<file path="src/rtl/avg_pkg.sv">
// Shared types and the microcode contents for the averager.
// Assumes a 3-bit microcode address; both programs fit in 7 rows.
package avg_pkg;

    localparam int UA_W = 3;

    typedef enum logic [1:0] {
        OP_HOLD   = 2'd0,
        OP_ADD    = 2'd1,
        OP_SHR    = 2'd2,
        OP_ADDSHR = 2'd3
    } alu_op_e;

    typedef enum logic {
        CND_ALWAYS = 1'b0,
        CND_START  = 1'b1
    } cond_e;

    typedef struct packed {
        logic [UA_W-1:0] nxt;
        cond_e           cond;
        logic            ld_a;
        logic            ld_b;
        alu_op_e         op;
        logic            wr_res;
        logic            busy;
        logic            done;
    } uinstr_t;

    // Build one microcode row: fields in struct order.
    function automatic uinstr_t mk_row(input logic [UA_W-1:0] nxt, input cond_e cond,
                                       input logic ld_a, input logic ld_b, input alu_op_e op,
                                       input logic wr_res, input logic busy, input logic done);
        uinstr_t r;
        r.nxt    = nxt;
        r.cond   = cond;
        r.ld_a   = ld_a;
        r.ld_b   = ld_b;
        r.op     = op;
        r.wr_res = wr_res;
        r.busy   = busy;
        r.done   = done;
        return r;
    endfunction

    // Microcode contents: the fast program chains add and shift in one row,
    // the low-cost program spends one row per functional unit.
    function automatic uinstr_t rom_row(input bit fast, input logic [UA_W-1:0] addr);
        uinstr_t r;
        r = mk_row('0, CND_ALWAYS, 1'b0, 1'b0, OP_HOLD, 1'b0, 1'b0, 1'b0);
        if (fast) begin
            case (addr)
                3'd0: r = mk_row(3'd1, CND_START,  1'b0, 1'b0, OP_HOLD,   1'b0, 1'b0, 1'b0);
                3'd1: r = mk_row(3'd2, CND_ALWAYS, 1'b1, 1'b0, OP_HOLD,   1'b0, 1'b1, 1'b0);
                3'd2: r = mk_row(3'd3, CND_ALWAYS, 1'b0, 1'b1, OP_HOLD,   1'b0, 1'b1, 1'b0);
                3'd3: r = mk_row(3'd4, CND_ALWAYS, 1'b0, 1'b0, OP_ADDSHR, 1'b0, 1'b1, 1'b0);
                3'd4: r = mk_row(3'd5, CND_ALWAYS, 1'b0, 1'b0, OP_HOLD,   1'b1, 1'b1, 1'b0);
                3'd5: r = mk_row(3'd0, CND_ALWAYS, 1'b0, 1'b0, OP_HOLD,   1'b0, 1'b0, 1'b1);
                default: r = mk_row(3'd0, CND_ALWAYS, 1'b0, 1'b0, OP_HOLD, 1'b0, 1'b0, 1'b0);
            endcase
        end else begin
            case (addr)
                3'd0: r = mk_row(3'd1, CND_START,  1'b0, 1'b0, OP_HOLD, 1'b0, 1'b0, 1'b0);
                3'd1: r = mk_row(3'd2, CND_ALWAYS, 1'b1, 1'b0, OP_HOLD, 1'b0, 1'b1, 1'b0);
                3'd2: r = mk_row(3'd3, CND_ALWAYS, 1'b0, 1'b1, OP_HOLD, 1'b0, 1'b1, 1'b0);
                3'd3: r = mk_row(3'd4, CND_ALWAYS, 1'b0, 1'b0, OP_ADD,  1'b0, 1'b1, 1'b0);
                3'd4: r = mk_row(3'd5, CND_ALWAYS, 1'b0, 1'b0, OP_SHR,  1'b0, 1'b1, 1'b0);
                3'd5: r = mk_row(3'd6, CND_ALWAYS, 1'b0, 1'b0, OP_HOLD, 1'b1, 1'b1, 1'b0);
                3'd6: r = mk_row(3'd0, CND_ALWAYS, 1'b0, 1'b0, OP_HOLD, 1'b0, 1'b0, 1'b1);
                default: r = mk_row(3'd0, CND_ALWAYS, 1'b0, 1'b0, OP_HOLD, 1'b0, 1'b0, 1'b0);
            endcase
        end
        return r;
    endfunction

endpackage

</file>
<file path="src/rtl/avg_adder.sv">
// Adder functional unit: W-bit unsigned sum, carry-out discarded.
// Assumes both inputs are unsigned and of equal width.
module avg_adder #(
    parameter int W = 4
) (
    input  logic [W-1:0] x,
    input  logic [W-1:0] y,
    output logic [W-1:0] sum
);
    // Modulo-2^W addition; the carry bit is not kept.
    always_comb sum = x + y;
endmodule

</file>
<file path="src/rtl/avg_shifter.sv">
// Shift functional unit: logical right shift by one, constant 0 into the MSB.
// Assumes W >= 2.
module avg_shifter #(
    parameter int W = 4
) (
    input  logic [W-1:0] x,
    output logic [W-1:0] y
);
    // Drop the LSB and fill the vacated top bit with 0.
    always_comb y = {1'b0, x[W-1:1]};
endmodule

</file>
<file path="src/rtl/avg_useq.sv">
// Microcode sequencer: holds the micro-PC, reads the microcode row and
// decodes its control fields. Advances to the row's next address when its
// condition holds, otherwise repeats the current row.
// Assumes start is synchronous to clk.
module avg_useq
    import avg_pkg::*;
#(
    parameter bit FAST = 1'b1
) (
    input  logic    clk,
    input  logic    rst_n,
    input  logic    start,
    output logic    ld_a,
    output logic    ld_b,
    output alu_op_e op,
    output logic    wr_res,
    output logic    busy,
    output logic    done
);
    logic [UA_W-1:0] upc;
    uinstr_t         uw;
    logic            adv;

    // Read the microcode row for the current address.
    always_comb uw = rom_row(FAST, upc);

    // Evaluate the row's condition select.
    always_comb begin
        case (uw.cond)
            CND_START: adv = start;
            default:   adv = 1'b1;
        endcase
    end

    // Micro-PC update: branch on condition, otherwise stay.
    always_ff @(posedge clk) begin
        if (!rst_n)   upc <= '0;
        else if (adv) upc <= uw.nxt;
    end

    // Expose the control fields.
    always_comb begin
        ld_a   = uw.ld_a;
        ld_b   = uw.ld_b;
        op     = uw.op;
        wr_res = uw.wr_res;
        busy   = uw.busy;
        done   = uw.done;
    end
endmodule

</file>
<file path="src/rtl/avg_datapath.sv">
// Datapath: operand registers, adder, shifter, accumulator and result
// register. The op code chooses add, shift of the accumulator, or chained
// add-then-shift. Assumes control bits come from the sequencer in the same cycle.
module avg_datapath
    import avg_pkg::*;
#(
    parameter int W = 4
) (
    input  logic         clk,
    input  logic         rst_n,
    input  logic [W-1:0] a_in,
    input  logic [W-1:0] b_in,
    input  logic         ld_a,
    input  logic         ld_b,
    input  alu_op_e      op,
    input  logic         wr_res,
    output logic [W-1:0] result
);
    logic [W-1:0] ra, rb, acc, acc_nxt, res_q;
    logic [W-1:0] sum, sh_in, sh_out;

    avg_adder #(.W(W)) u_add (.x(ra), .y(rb), .sum(sum));

    // Shifter source: the accumulator in a shift-only row, else the adder.
    always_comb sh_in = (op == OP_SHR) ? acc : sum;

    avg_shifter #(.W(W)) u_shr (.x(sh_in), .y(sh_out));

    // Pick the accumulator's next value from the row's op code.
    always_comb begin
        case (op)
            OP_ADD:    acc_nxt = sum;
            OP_SHR:    acc_nxt = sh_out;
            OP_ADDSHR: acc_nxt = sh_out;
            default:   acc_nxt = acc;
        endcase
    end

    // Operand and accumulator registers.
    always_ff @(posedge clk) begin
        if (!rst_n) begin
            ra  <= '0;
            rb  <= '0;
            acc <= '0;
        end else begin
            if (ld_a) ra <= a_in;
            if (ld_b) rb <= b_in;
            acc <= acc_nxt;
        end
    end

    // Result register, written only by the write row.
    always_ff @(posedge clk) begin
        if (!rst_n)      res_q <= '0;
        else if (wr_res) res_q <= acc;
    end

    always_comb result = res_q;
endmodule

</file>
<file path="src/rtl/avg_microprog.sv">
// Top level of the microprogrammed averager. FAST=1 chains add and shift in
// one row (4-cycle program); FAST=0 uses separate rows (5-cycle program).
// Assumes operands stay valid until their capture cycles.
module avg_microprog
    import avg_pkg::*;
#(
    parameter int W    = 4,
    parameter bit FAST = 1'b1
) (
    input  logic         clk,
    input  logic         rst_n,
    input  logic         start,
    input  logic [W-1:0] a_in,
    input  logic [W-1:0] b_in,
    output logic         busy,
    output logic         done,
    output logic [W-1:0] result
);
    logic    ld_a, ld_b, wr_res;
    alu_op_e op;

    avg_useq #(.FAST(FAST)) u_seq (
        .clk(clk), .rst_n(rst_n), .start(start),
        .ld_a(ld_a), .ld_b(ld_b), .op(op), .wr_res(wr_res),
        .busy(busy), .done(done)
    );

    avg_datapath #(.W(W)) u_dp (
        .clk(clk), .rst_n(rst_n), .a_in(a_in), .b_in(b_in),
        .ld_a(ld_a), .ld_b(ld_b), .op(op), .wr_res(wr_res),
        .result(result)
    );
endmodule

</file>
<file path="config.mk">
export PLATFORM = sky130hd
export DESIGN_NAME = avg_microprog
export DESIGN_NICKNAME = d
export VERILOG_FILES = /design/src/rtl/avg_pkg.sv /design/src/rtl/avg_adder.sv /design/src/rtl/avg_shifter.sv /design/src/rtl/avg_useq.sv /design/src/rtl/avg_datapath.sv /design/src/rtl/avg_microprog.sv
export SDC_FILE = /design/constraint.sdc
export NUM_CORES = 1
export LEC_CHECK = 0
export BUFFER_PORTS_ARGS = -buffer_cell sky130_fd_sc_hd__buf_4
export CORE_ASPECT_RATIO = 0.75
export CORE_MARGIN = 8
export CORE_UTILIZATION = 40
export CTS_BUF_LIST = sky130_fd_sc_hd__clkbuf_8
export CTS_CLUSTER_SIZE = 16
export DETAILED_ROUTE_END_ITERATION = 6
export PLACE_DENSITY = 0.71
export SLEW_MARGIN = 20
export SYNTH_ARGS = -nofsm -noshare
export SYNTH_HDL_FRONTEND = slang
export SYNTH_SLANG_ARGS = --single-unit
</file>
<file path="constraint.sdc">
create_clock -name clk -period 1.75 [get_ports clk]
set_clock_uncertainty 0.1 [all_clocks]
set_input_delay 0.175 -clock clk [delete_from_list [all_inputs] [get_ports clk]]
set_output_delay 0.175 -clock clk [all_outputs]
set_load 0.05 [all_outputs]
</file>
# ---- After elaboration in Yosys (flattened, before gate mapping)
# Cells that the tools add are included.
dict set report classes {
  muxes 4
  add_sub_neg 1
  n_eq_ne 8
  reduce_logical 3
}
# cell count
set op_table {}
lappend op_table {{$pmux 11 s6} 1}
lappend op_table {{$pmux 4 s2} 1}
lappend op_table {{$eq 3x2->1 const B} 2}
lappend op_table {{$eq 3x3->1 const B} 2}
lappend op_table {{$add 4x4->4} 1}
lappend op_table {{$eq 2x2->1 const B} 2}
lappend op_table {{$mux 4} 1}
lappend op_table {{$eq 3x1->1 const B} 1}
lappend op_table {{$logic_not 3->1} 1}
lappend op_table {{$eq 2x1->1 const B} 1}
lappend op_table {{$reduce_bool 2->1} 1}
lappend op_table {{$reduce_or 2->1} 1}
lappend op_table {{$mux 1} 1}
dict set report word_totals {
  register_bits 19
  in_bits 11
}

# ---- Logic depth before layout (Yosys ltp)
# Gate-level depths: netlist of the first run.
dict set report logic_depth {
  word_depth 5
  mapped_depth 6
}

# ---- Cells and area by module
# Synthesis of the first run repeated with hierarchy kept, for this count alone.
dict set report hier_totals {
  cells_unflattened 96
  area_unflattened_um2 1054.8
}
# module instances cells_each area_each_um2
set by_module_without_submodules {}
lappend by_module_without_submodules {avg_datapath 1 61 723.2}
lappend by_module_without_submodules {avg_useq 1 21 197.7}
lappend by_module_without_submodules {avg_adder 1 9 100.1}
lappend by_module_without_submodules {avg_shifter 1 5 33.8}

# ---- Least setup slack after synthesis of the first run
# OpenSTA, ideal clock, no wires.
dict set report synth_path {
  path_kind {flip-flop to output port}
  from {reg u_seq.upc[0]}
  to {out busy}
  path_stages_with_launch 4
  arrival_time_ns 1.332
  slack_ns 0.143
  cell_sequence {dfxtp_1 > buf_4 > nor2_1 > xnor2_1}
}
dict set report synth_via {
  elab_chain_len 2
  elab_cells_between_ends 7
  classes_between {eq/ne: 5; mux: 1; reduce/logical: 1}
}
# item line
set synth_lines {}
lappend synth_lines {{start, declared} avg_useq.sv:20} ;# logic [UA_W-1:0] upc;
lappend synth_lines {{start signal, assigned} avg_useq.sv:38} ;# else if (adv) upc <= uw.nxt;
lappend synth_lines {{$eq 3x3->1 (tied with other cells)} avg_pkg.sv:52} ;# case (addr)
lappend synth_lines {{$pmux 11 s6 *} avg_pkg.sv:52}
lappend synth_lines {{end, declared} avg_microprog.sv:15} ;# output logic busy,
# Mark *: on every way between the ends. The rest lies on a longest branch, timed or not.

# ---- Final worst setup path of the first run
dict set report layout_path {
  from {reg u_seq.upc[1]}
  to {out busy}
}
# The elaborated chain is that of the path after synthesis.

==> results of run 1 <==
-- routing by layer --
layer  routed length, µm  GRT usage
met1                 753     0.0969
met2                 668      0.125
met3                 149     0.0561
met4                  14     0.0286
met5                   0          0
-- stage by stage --
| step | cells | util | worst slack (ns) |
|---|---|---|---|
| 2_1_floorplan | 84 | - | 0.143 |
| 3_3_place_gp | 120 | 0.486 | 0.277 |
| 3_5_place_dp | 120 | 0.486 | 0.262 |
| 4_1_cts | 124 | 0.509 | 0.182 |
| 5_1_grt | 124 | 0.509 | 0.0892 |
| 6_report | 124 | 0.509 | 0.176 |
-- worst max-delay path: stages, from the launching register on --
cell,delay (ns)
dfxtp_1,0.59
nor2_1,0.10
xnor2_1,0.14
buf_4,0.21
-- layout make-up --
class | count | area, µm² | area share
inverter | 4 | 15.0 | 0.0145
clock inverter | 1 | 3.75 | 0.00363
timing repair buffer | 17 | 128 | 0.123
multi-input combinational | 56 | 435 | 0.421
tap | 24 | 30.0 | 0.0291
clock buffer | 3 | 41.3 | 0.0400
sequential | 19 | 380 | 0.368
-- final timing paths --
kind	from	slack, ns	cells past startpoint	to
min	b_in[1]	0.05	3	u_dp.rb[1]
min reg2reg	u_dp.acc[1]	0.36	2	u_dp.acc[1]
max reg2reg	u_seq.upc[2]	0.25	3	u_dp.result[3]
max	u_seq.upc[1]	0.18	3	busy
-- registers in the layout, summed over array words and instances, names as in the netlist --
register	flops
u_dp.result	4
u_seq.upc	3
u_dp.acc	4
u_dp.rb	4
u_dp.ra	4
-- power breakdown --
group          internal [µW]  switching (µW)  total, µW
clock network            156             141        297
logic                   79.4            76.6        156
registers                456            33.5        489
total                    691             252        943
-- cell families (layout without fill, tap and decap cells) --
| logic type | after synthesis | count (layout) | share of synthesized area |
|---|---|---|---|
| and+or+nand+nor | 29 | 29 | 0.205 |
| DFF | 19 | 19 | 0.439 |
| muxes | 12 | 12 | 0.139 |
| buffers and inverters | 9 | 25 | 0.0578 |
| AOI/OAI and AO/OA | 7 | 7 | 0.0520 |
| adders and majority gates | 4 | 4 | 0.0665 |
| xor gates and xnor gates | 4 | 4 | 0.0405 |
-- cell usage after synthesis --
| library cell | n |
|---|---|
| a2111oi_0 | 1 |
| a211oi_1 | 1 |
| a21o_1 | 1 |
| a21oi_1 | 2 |
| a31oi_1 | 1 |
| and3_1 | 1 |
| and3b_2 | 2 |
| buf_2 | 1 |
| buf_4 | 2 |
| buf_6 | 1 |
| clkbuf_1 | 1 |
| clkinv_1 | 1 |
| dfxtp_1 | 19 |
| fa_1 | 1 |
| ha_1 | 3 |
| inv_1 | 3 |
| mux2i_1 | 12 |
| nand2_1 | 2 |
| nand3_1 | 2 |
| nand3b_1 | 1 |
| nor2_1 | 16 |
| nor3_1 | 2 |
| nor3b_4 | 3 |
| o21ai_0 | 1 |
| xnor2_1 | 3 |
| xor2_1 | 1 |
==> results.md, run 1 <==
* Run status: finished, final reports clean
* Clock Latency Late Sink at about 0.26 ns
* RSZ-0062 raised after global routing: no
* Worst EP required at ~1.5 ns
* Largest net degree at the start of global routing at 11
* Drt pass-1 iters at 4
* Power, Total at ~940 µW
* Routed vias/inst at approximately 4.8
* Maximum VDD drop at 0.000651 V
* Initial antenna violation count at 0
* Fin area at between 0.001 and 0.0015 mm²
* Post-Synthesis Cells at between 80 and 90
* Power per cell area at approximately 900 mW/mm²
* CP Max Fanout at 10
* # port buffers at 16
* Row cnt at 14
* Number of antenna cells inserted at 0
* Fin. max-slew vios at 0
* Die Y at between 50 and 60 µm
* GRT overflow at 0
* Root Buffer: clkbuf_8
* Final setup violation count at 0
* CTS Hold Bufs at 0
* Post-DRT Antenna Nets at 0
* # IOs at 17
* Fillers at roughly 190
* Dpl cell area at roughly 990 µm²
* Drc violations at 0
* Number of global-route vias before repair at 631
* Crit path kind: reg2out
* Fraction of layout cells with a size suffix above 1 at 0.250
* Worst Tran Pin Value at 0.441 ns
* Commonest cells after routing, fill and taps aside: 19 x dfxtp_1, 17 x buf_4, 16 x nor2_1
* Post-Syn Area per Cell at 10.3 µm²
* Final wirelength at 1590 µm
* Final worst path period need at ~1.6 ns
* Max-Cap Viols at 0
* Layout area overhead at 19.4%
* WP data arrival at between 1 and 1.5 ns
* Synthesized cell area at 866 µm²
* Clk sink count at 19
* Post-CTS Resized at 0
* Area leader, netlist: dfxtp_1
* WHS at ~0.054 ns
* Final HPWL DP at roughly 1200 µm
* CTS clock-pin slew for the worst setup and hold paths at approximately 0.070 ns
* Syn. warnings at 0
* Yosys cell types at 26
* Synth top area cells: dfxtp_1 44%, mux2i_1 14%, nor2_1 6.9%
* Clock Path Buffers at 2
* 1st-iter DRT viols at 28
* Most common cell after layout, fill and taps aside: dfxtp_1
* Via count at 601
* Die area at 0.00392 mm²
* Fmax at around 640 MHz
* Gpl congestion at roughly 0.73
* Crit. End Element: primary output
* First-pass GRT wire length at about 2800 µm
* LEAKAGE at 0.000416 µW
* Die span in x at about 70 µm
* HP Class: in2reg
* Gr usage total at 0.0849
* Post-CTS Setup Inserts at 0
* Register area share after synthesis at 0.439
* Fin crit share at 0.899
* Num CTS Buffers at 3
* Final-report hold violation count at 0
* H-tree levels at 1
* WL per Instance at 12.8 µm
* Slew HR at 0.706
* Setup crit start kind: register
* Top cell type's share of synthesized area at 0.439
* Post-synth net total at around 100
* CTS tree: built
* Starting density of the core at 0.426
* Yosys reg bits at 19
* Nets at between 100 and 150
* Core Box Area at 0.00203 mm²
* Fin Setup TNS at 0 ns
Note: power is estimated with default switching activity, not from simulation.
==> inputs of run 2 (changes only) <==
--- a/config.mk
+++ b/config.mk
@@ -6,13 +6,14 @@
 export NUM_CORES = 1
 export LEC_CHECK = 0
 export BUFFER_PORTS_ARGS = -buffer_cell sky130_fd_sc_hd__buf_4
+export CAP_MARGIN = 5
 export CORE_ASPECT_RATIO = 0.75
 export CORE_MARGIN = 8
 export CORE_UTILIZATION = 40
 export CTS_BUF_LIST = sky130_fd_sc_hd__clkbuf_8
 export CTS_CLUSTER_SIZE = 16
 export DETAILED_ROUTE_END_ITERATION = 6
-export PLACE_DENSITY = 0.71
+export PLACE_DENSITY = 0.6
 export SLEW_MARGIN = 20
 export SYNTH_ARGS = -nofsm -noshare
 export SYNTH_HDL_FRONTEND = slang
==> results.md, run 2 (synthesized netlist as in run 1, its figures left out) <==
* Largest net degree at the start of global routing at 11 (unchanged)
* First-pass GRT wire length at 2970 µm (+6.7%)
* FF-to-FF Start: u_seq.upc[2]
* Number of global-route vias before repair at 638 (+1.1%)
* Crit path from: u_seq.upc[1]
* Post-CTS Setup Inserts at 0 (unchanged)
* WHS Endpoint: u_dp.ra[1]
* Fillers at 208 (+10%)
* Worst path cell trace: nor2_1 -> xnor2_1 -> buf_4
* Die area at 0.00392 mm² (unchanged)
* Slowest library cell on the worst path: dfxtp_1
* Most common cell after layout, fill and taps aside: dfxtp_1
* Fin crit share at 0.895 (-0.00476)
* Power per cell area at 903 mW/mm² (-1.1%)
* Final HPWL DP at 1280 µm (+4.2%)
* Post-DRT Antenna Nets at 0 (unchanged)
* WP data arrival at 1.29 ns (about the same)
* Layout area overhead at 20.2%
* Via count at 603 (+0.33%)
* Number of antenna cells inserted at 0 (unchanged)
* Crit path kind: reg2out
* Fraction of layout cells with a size suffix above 1 at 0.257 (+0.00743)
* Routed vias/inst at 4.82 (-0.47%)
* Starting density of the core at 0.426 (unchanged)
* Worst hold start: a_in[1]
* Drc violations at 0 (unchanged)
* Worst Tran Pin Value at 0.436 ns (-0.00498 ns)
* Dpl cell area at 996 µm² (+0.76%)
* Gpl congestion at 0.725 (-0.38%)
* Clk sink count at 19 (unchanged)
* H-tree levels at 1 (unchanged)
* Setup crit start kind: register
* Root Buffer: clkbuf_8
* Register Area at 380 µm² (unchanged)
* Fin Setup TNS at 0 ns (unchanged)
* Post-CTS Resized at 0 (unchanged)
* # port buffers at 16 (unchanged)
* Crit. End Element: primary output
* RSZ-0062 raised after global routing: no
* # IOs at 17 (unchanged)
* Hold path depth at 3 (unchanged)
* HP Class: in2reg
* Core Box Area at 0.00203 mm² (unchanged)
* R2R cell count at 3 (unchanged)
* Row cnt at 14 (unchanged)
* Nets at 117 (+0.86%)
* Worst EP required at 1.47 ns (about the same)
* Maximum VDD drop at 0.000634 V (-2.7%)
* Final setup violation count at 0 (unchanged)
* Die span in x at 69.7 µm (unchanged)
* Worst R2R End: u_dp.result[3]
* CTS tree: built
* CTS clock-pin slew for the worst setup and hold paths at 0.06 ns (about the same)
* CTS Hold Bufs at 0 (unchanged)
* Final worst path period need at 1.57 ns (-0.00833 ns)
* Multi-input gate area at 435 µm² (unchanged)
* Fin area at 0.00104 mm² (+0.73%)
* Slew HR at 0.709 (+0.00332)
* WL per Instance at 13.1 µm (+2.1%)
* Num CTS Buffers at 3 (unchanged)
* Fin. max-slew vios at 0 (unchanged)
* CP peak stage delay at 0.59 ns (about the same)
* Final-report hold violation count at 0 (unchanged)
* 1st-iter DRT viols at 17 (-39%)
* Run status: finished, final reports clean
* LEAKAGE at 0.000421 µW (+1.2%)
* Die Y at 56.3 µm (unchanged)
* Gr usage total at 0.0918 (+0.00696)
* Clock Path Buffers at 2 (unchanged)
* Final wirelength at 1630 µm (+2.9%)
* Fmax at 639 MHz (+0.53%)
* Reg2reg setup slack at 0.20 ns (-0.05 ns)
* Commonest cells after routing, fill and taps aside: 19 x dfxtp_1, 18 x buf_4, 16 x nor2_1
* Power, Total at 940 µW (-0.34%)
* Initial antenna violation count at 0 (unchanged)
* Max-Cap Viols at 0 (unchanged)
* Clock Latency Late Sink at 0.25 ns (about the same)
* Drt pass-1 iters at 4 (unchanged)
* GRT overflow at 0 (unchanged)
* CP Max Fanout at 10 (unchanged)
## run 2: layout make-up
type | instances | area share
clock inverter | 1 | 0.00361
inverter | 4 | 0.0144
timing repair buffer | 18 | 0.130
sequential | 19 | 0.365
tap | 24 | 0.0288
clock buffer | 3 | 0.0397
multi-input combinational | 56 | 0.418
## run 2: how the worst max path moves through the flow
stage | endpoint | slack [ns]
finish | busy | 0.18
global route | u_dp.result[2] | 0.08
CTS | busy | 0.18
detailed placement | u_dp.result[3] | 0.21
global placement | u_dp.result[3] | 0.25
floorplan | busy | 0.14
## run 2: stage by stage
stage	std cells	hold WS, ns	setup WS (ns)	util
2_1_floorplan	84	0.213	0.143	-
3_3_place_gp	121	0.310	0.254	0.490
3_5_place_dp	121	0.320	0.207	0.490
4_1_cts	125	0.0553	0.177	0.512
5_1_grt	125	0.0585	0.0786	0.512
6_report	125	0.0586	0.184	0.512
## run 2: routing by layer
layer	share of wire	GRT usage
met1	0.49	0.111
met2	0.43	0.133
met3	0.078	0.0561
met4	0.0098	0.0257
met5	0	0
## run 2: critical path, delay by kind of cell (launching register included)
family / cells / cell delay (ns)
simple gates: 1 / 0.10
flops: 1 / 0.59
buf+inv: 1 / 0.21
xor+xnor: 1 / 0.14
## run 2: where the power goes
group          internal [µW]  switching, µW  total [µW]
sequential               456           31.4         487
clock                    156            136         291
combinational           81.9           79.1         161
==> inputs of run 3 (changes only) <==
--- a/config.mk
+++ b/config.mk
@@ -5,6 +5,7 @@
 export SDC_FILE = /design/constraint.sdc
 export NUM_CORES = 1
 export LEC_CHECK = 0
+export ABC_AREA = 1
 export BUFFER_PORTS_ARGS = -buffer_cell sky130_fd_sc_hd__buf_4
 export CAP_MARGIN = 5
 export CORE_ASPECT_RATIO = 0.75
@@ -13,7 +14,7 @@
 export CTS_BUF_LIST = sky130_fd_sc_hd__clkbuf_8
 export CTS_CLUSTER_SIZE = 16
 export DETAILED_ROUTE_END_ITERATION = 6
-export PLACE_DENSITY = 0.6
+export PLACE_DENSITY = 0.61
 export SLEW_MARGIN = 20
 export SYNTH_ARGS = -nofsm -noshare
 export SYNTH_HDL_FRONTEND = slang
==> results.md, run 3 <==
* Run status: finished, final reports clean
* WL per Instance at 11.6 µm (-11%)
* Synth Flop Type: dfxtp_1
* 1st-iter DRT viols at 27 (+10)
* HP Class: in2reg
* Synth top area cells: dfxtp_1 48%, a21oi_1 9.4%, o21ai_0 9.4%
* # port buffers at 16 (unchanged)
* Slew HR at 0.776 (+0.0672)
* CP Max Fanout at 6 (-4)
* CTS clock-pin slew for the worst setup and hold paths at 0.07 ns (about the same)
* Nets at 134 (+15%)
* Gr usage total at 0.101 (+0.00889)
* Final setup violation count at 0 (unchanged)
* Worst EP required at 1.47 ns (about the same)
* Commonest cells after routing, fill and taps aside: 19 x dfxtp_1, 17 x inv_1, 16 x buf_4
* Slowest library cell on the worst path: dfxtp_1
* Row cnt at 14 (unchanged)
* Clock Path Buffers at 2 (unchanged)
* Crit path kind: reg2out
* Top cell type's share of synthesized area at 0.476 (+0.0372)
* Async set-reset flop share out of synthesis at 0 (unchanged)
* H-tree levels at 1 (unchanged)
* Fin Setup TNS at 0 ns (unchanged)
* Worst Tran Pin Value at 0.335 ns (-0.101 ns)
* GRT overflow at 0 (unchanged)
* Clock share of power at 0.319 (+0.009)
* Final HPWL DP at 1260 µm (-1.5%)
* Sequential power share at 0.522 (+0.003)
* Commonest cells in the synthesized netlist: 19 x dfxtp_1, 16 x inv_1, 15 x a21oi_1, 15 x o21ai_0
* Max-Cap Viols at 0 (unchanged)
* Clk sink count at 19 (unchanged)
* Starting density of the core at 0.411 (-0.0156)
* Gate power share at 0.159 (-0.012)
* CTS tree: built
* Final wirelength at 1640 µm (+0.55%)
* Initial antenna violation count at 0 (unchanged)
* Fin. max-slew vios at 0 (unchanged)
* Reg2reg setup slack at 0.38 ns (+0.18 ns)
* Post-DRT Antenna Nets at 0 (unchanged)
* Clock Latency Late Sink at 0.25 ns (about the same)
* Final-report hold violation count at 0 (unchanged)
* Post-Synthesis Cells at 99 (+18%)
* Drc violations at 0 (unchanged)
* Top-count cell post-synth: dfxtp_1
* Routed vias/inst at 4.65 (-3.7%)
* Die Y at 54.7 µm (-2.9%)
* Switching share of power at 0.270 (+0.00864)
* Largest net degree at the start of global routing at 18 (+7)
* Final worst path period need at 1.64 ns (+0.0726 ns)
* Post-CTS Resized at 0 (unchanged)
* Post-synth EDFFs at 0 (unchanged)
* Layout area overhead at 25.4%
* Gpl congestion at 0.732 (+0.92%)
* LEAKAGE at 0.000438 µW (+4.0%)
* Synthesized cell area at 798 µm² (-7.8%)
* Yosys cell types at 17 (-35%)
* Most common cell after layout, fill and taps aside: dfxtp_1
* Drt pass-1 iters at 4 (unchanged)
* # IOs at 17 (unchanged)
* CTS Hold Bufs at 0 (unchanged)
* RSZ-0062 raised after global routing: no
* Die span in x at 67.6 µm (-3.1%)
* Top Family by Delay on Critical Path: flip-flops
* Register area share after synthesis at 0.476 (+0.0372)
* Post-CTS Setup Inserts at 0 (unchanged)
* CP Buf/Inv Count at 2 (+1)
* Die area at 0.00370 mm² (-5.8%)
* First-pass GRT wire length at 2740 µm (-7.9%)
* Fmax at 610 MHz (-4.4%)
* Num CTS Buffers at 3 (unchanged)
* CP peak stage delay at 0.39 ns (-0.20 ns)
* Crit. End Element: primary output
* Number of global-route vias before repair at 631 (-1.1%)
* Maximum VDD drop at 0.000537 V (-15%)
* Power per cell area at 920 mW/mm² (+1.9%)
* Post-synth net total at 114 (+15%)
* Int Pwr at 672 µW (-3.2%)
* WP data arrival at 1.36 ns (+0.07 ns)
* Yosys reg bits at 19 (unchanged)
* Post-Syn Area per Cell at 8.06 µm² (-22%)
* Area leader, netlist: dfxtp_1
* Via count at 660 (+9.5%)
* Worst path cell trace: nor3_4 -> inv_1 -> nand3_1 -> buf_4
* Fin crit share at 0.936 (+0.0415)
* Root Buffer: clkbuf_8
* Number of antenna cells inserted at 0 (unchanged)
* Syn. warnings at 0 (unchanged)
* Fraction of layout cells with a size suffix above 1 at 0.220 (-0.0371)
* P_sw at 249 µW (+1.2%)
* Core Box Area at 0.00194 mm² (-4.3%)
* WHS at 0.0979 ns (+0.0393 ns)
* Setup crit start kind: register
[run 3: routing by layer]
| layer | wire length [µm] | up-vias | share of wire | global-route usage |
|---|---|---|---|---|
| li1 | - | 359 | - | - |
| met1 | 817 | 281 | 0.50 | 0.129 |
| met2 | 673 | 17 | 0.41 | 0.143 |
| met3 | 141 | 3 | 0.086 | 0.0532 |
| met4 | 9 | 0 | 0.0055 | 0.0311 |
| met5 | 0 | - | 0 | 0 |
[run 3: power groups by stage]
| stage | Combinational [µW] | Clock (µW) | Sequential, µW |
|---|---|---|---|
| after CTS | 148 | 311 | 479 |
| after global routing | 165 | 332 | 484 |
| after floorplan | 93.4 | 0 | 493 |
| after global placement | 146 | 0 | 488 |
| after detailed placement | 147 | 0 | 489 |
| final | 146 | 294 | 481 |
[run 3: layout make-up]
cell class	count	area, µm²
Fill cell	207	943
Inverter	18	67.6
Sequential cell	19	380
Timing Repair Buffer	16	120
Clock inverter	1	3.75
Tap cell	24	30.0
Clock buffer	3	41.3
Multi-Input combinational cell	61	358
[run 3: stage by stage]
step / worst slack, ns / total power, µW / area [µm²] / utilization / cells
5_1_grt: 0.0234 / 982 / 1000 / 0.515 / 142
3_3_place_gp: 0.380 / 634 / 950 / 0.488 / 138
4_1_cts: 0.0425 / 937 / 995 / 0.512 / 142
6_report: 0.112 / 921 / 1000 / 0.515 / 142
3_5_place_dp: 0.328 / 636 / 950 / 0.488 / 138
2_1_floorplan: 0.330 / 586 / 803 / - / 99
[run 3: path summary, 6_finish.rpt]
check	from	end	cells after the start
worst max-delay path	u_seq.upc[1]	busy	4
worst min-delay path	b_in[0]	u_dp.rb[0]	3
worst max register to register	u_dp.rb[0]	u_dp.acc[1]	5
worst min register to register	u_dp.acc[3]	u_dp.acc[3]	2
[run 3: kinds of logic after synthesis]
kind of cell | after synthesis | share of synthesized area
AO/OA/AOI/OAI | 30 | 0.188
XOR/XNOR | 1 | 0.0110
adder cells (fa/ha/maj) | 4 | 0.0721
buffers and inverters | 19 | 0.0893
flip-flops | 19 | 0.476
AND/OR/NAND/NOR | 26 | 0.163
[run 3: tightest hold or removal path: stages]
cell and delay (ns):
buf_4 0.07, o21ai_0 0.07, a21oi_1 0.10
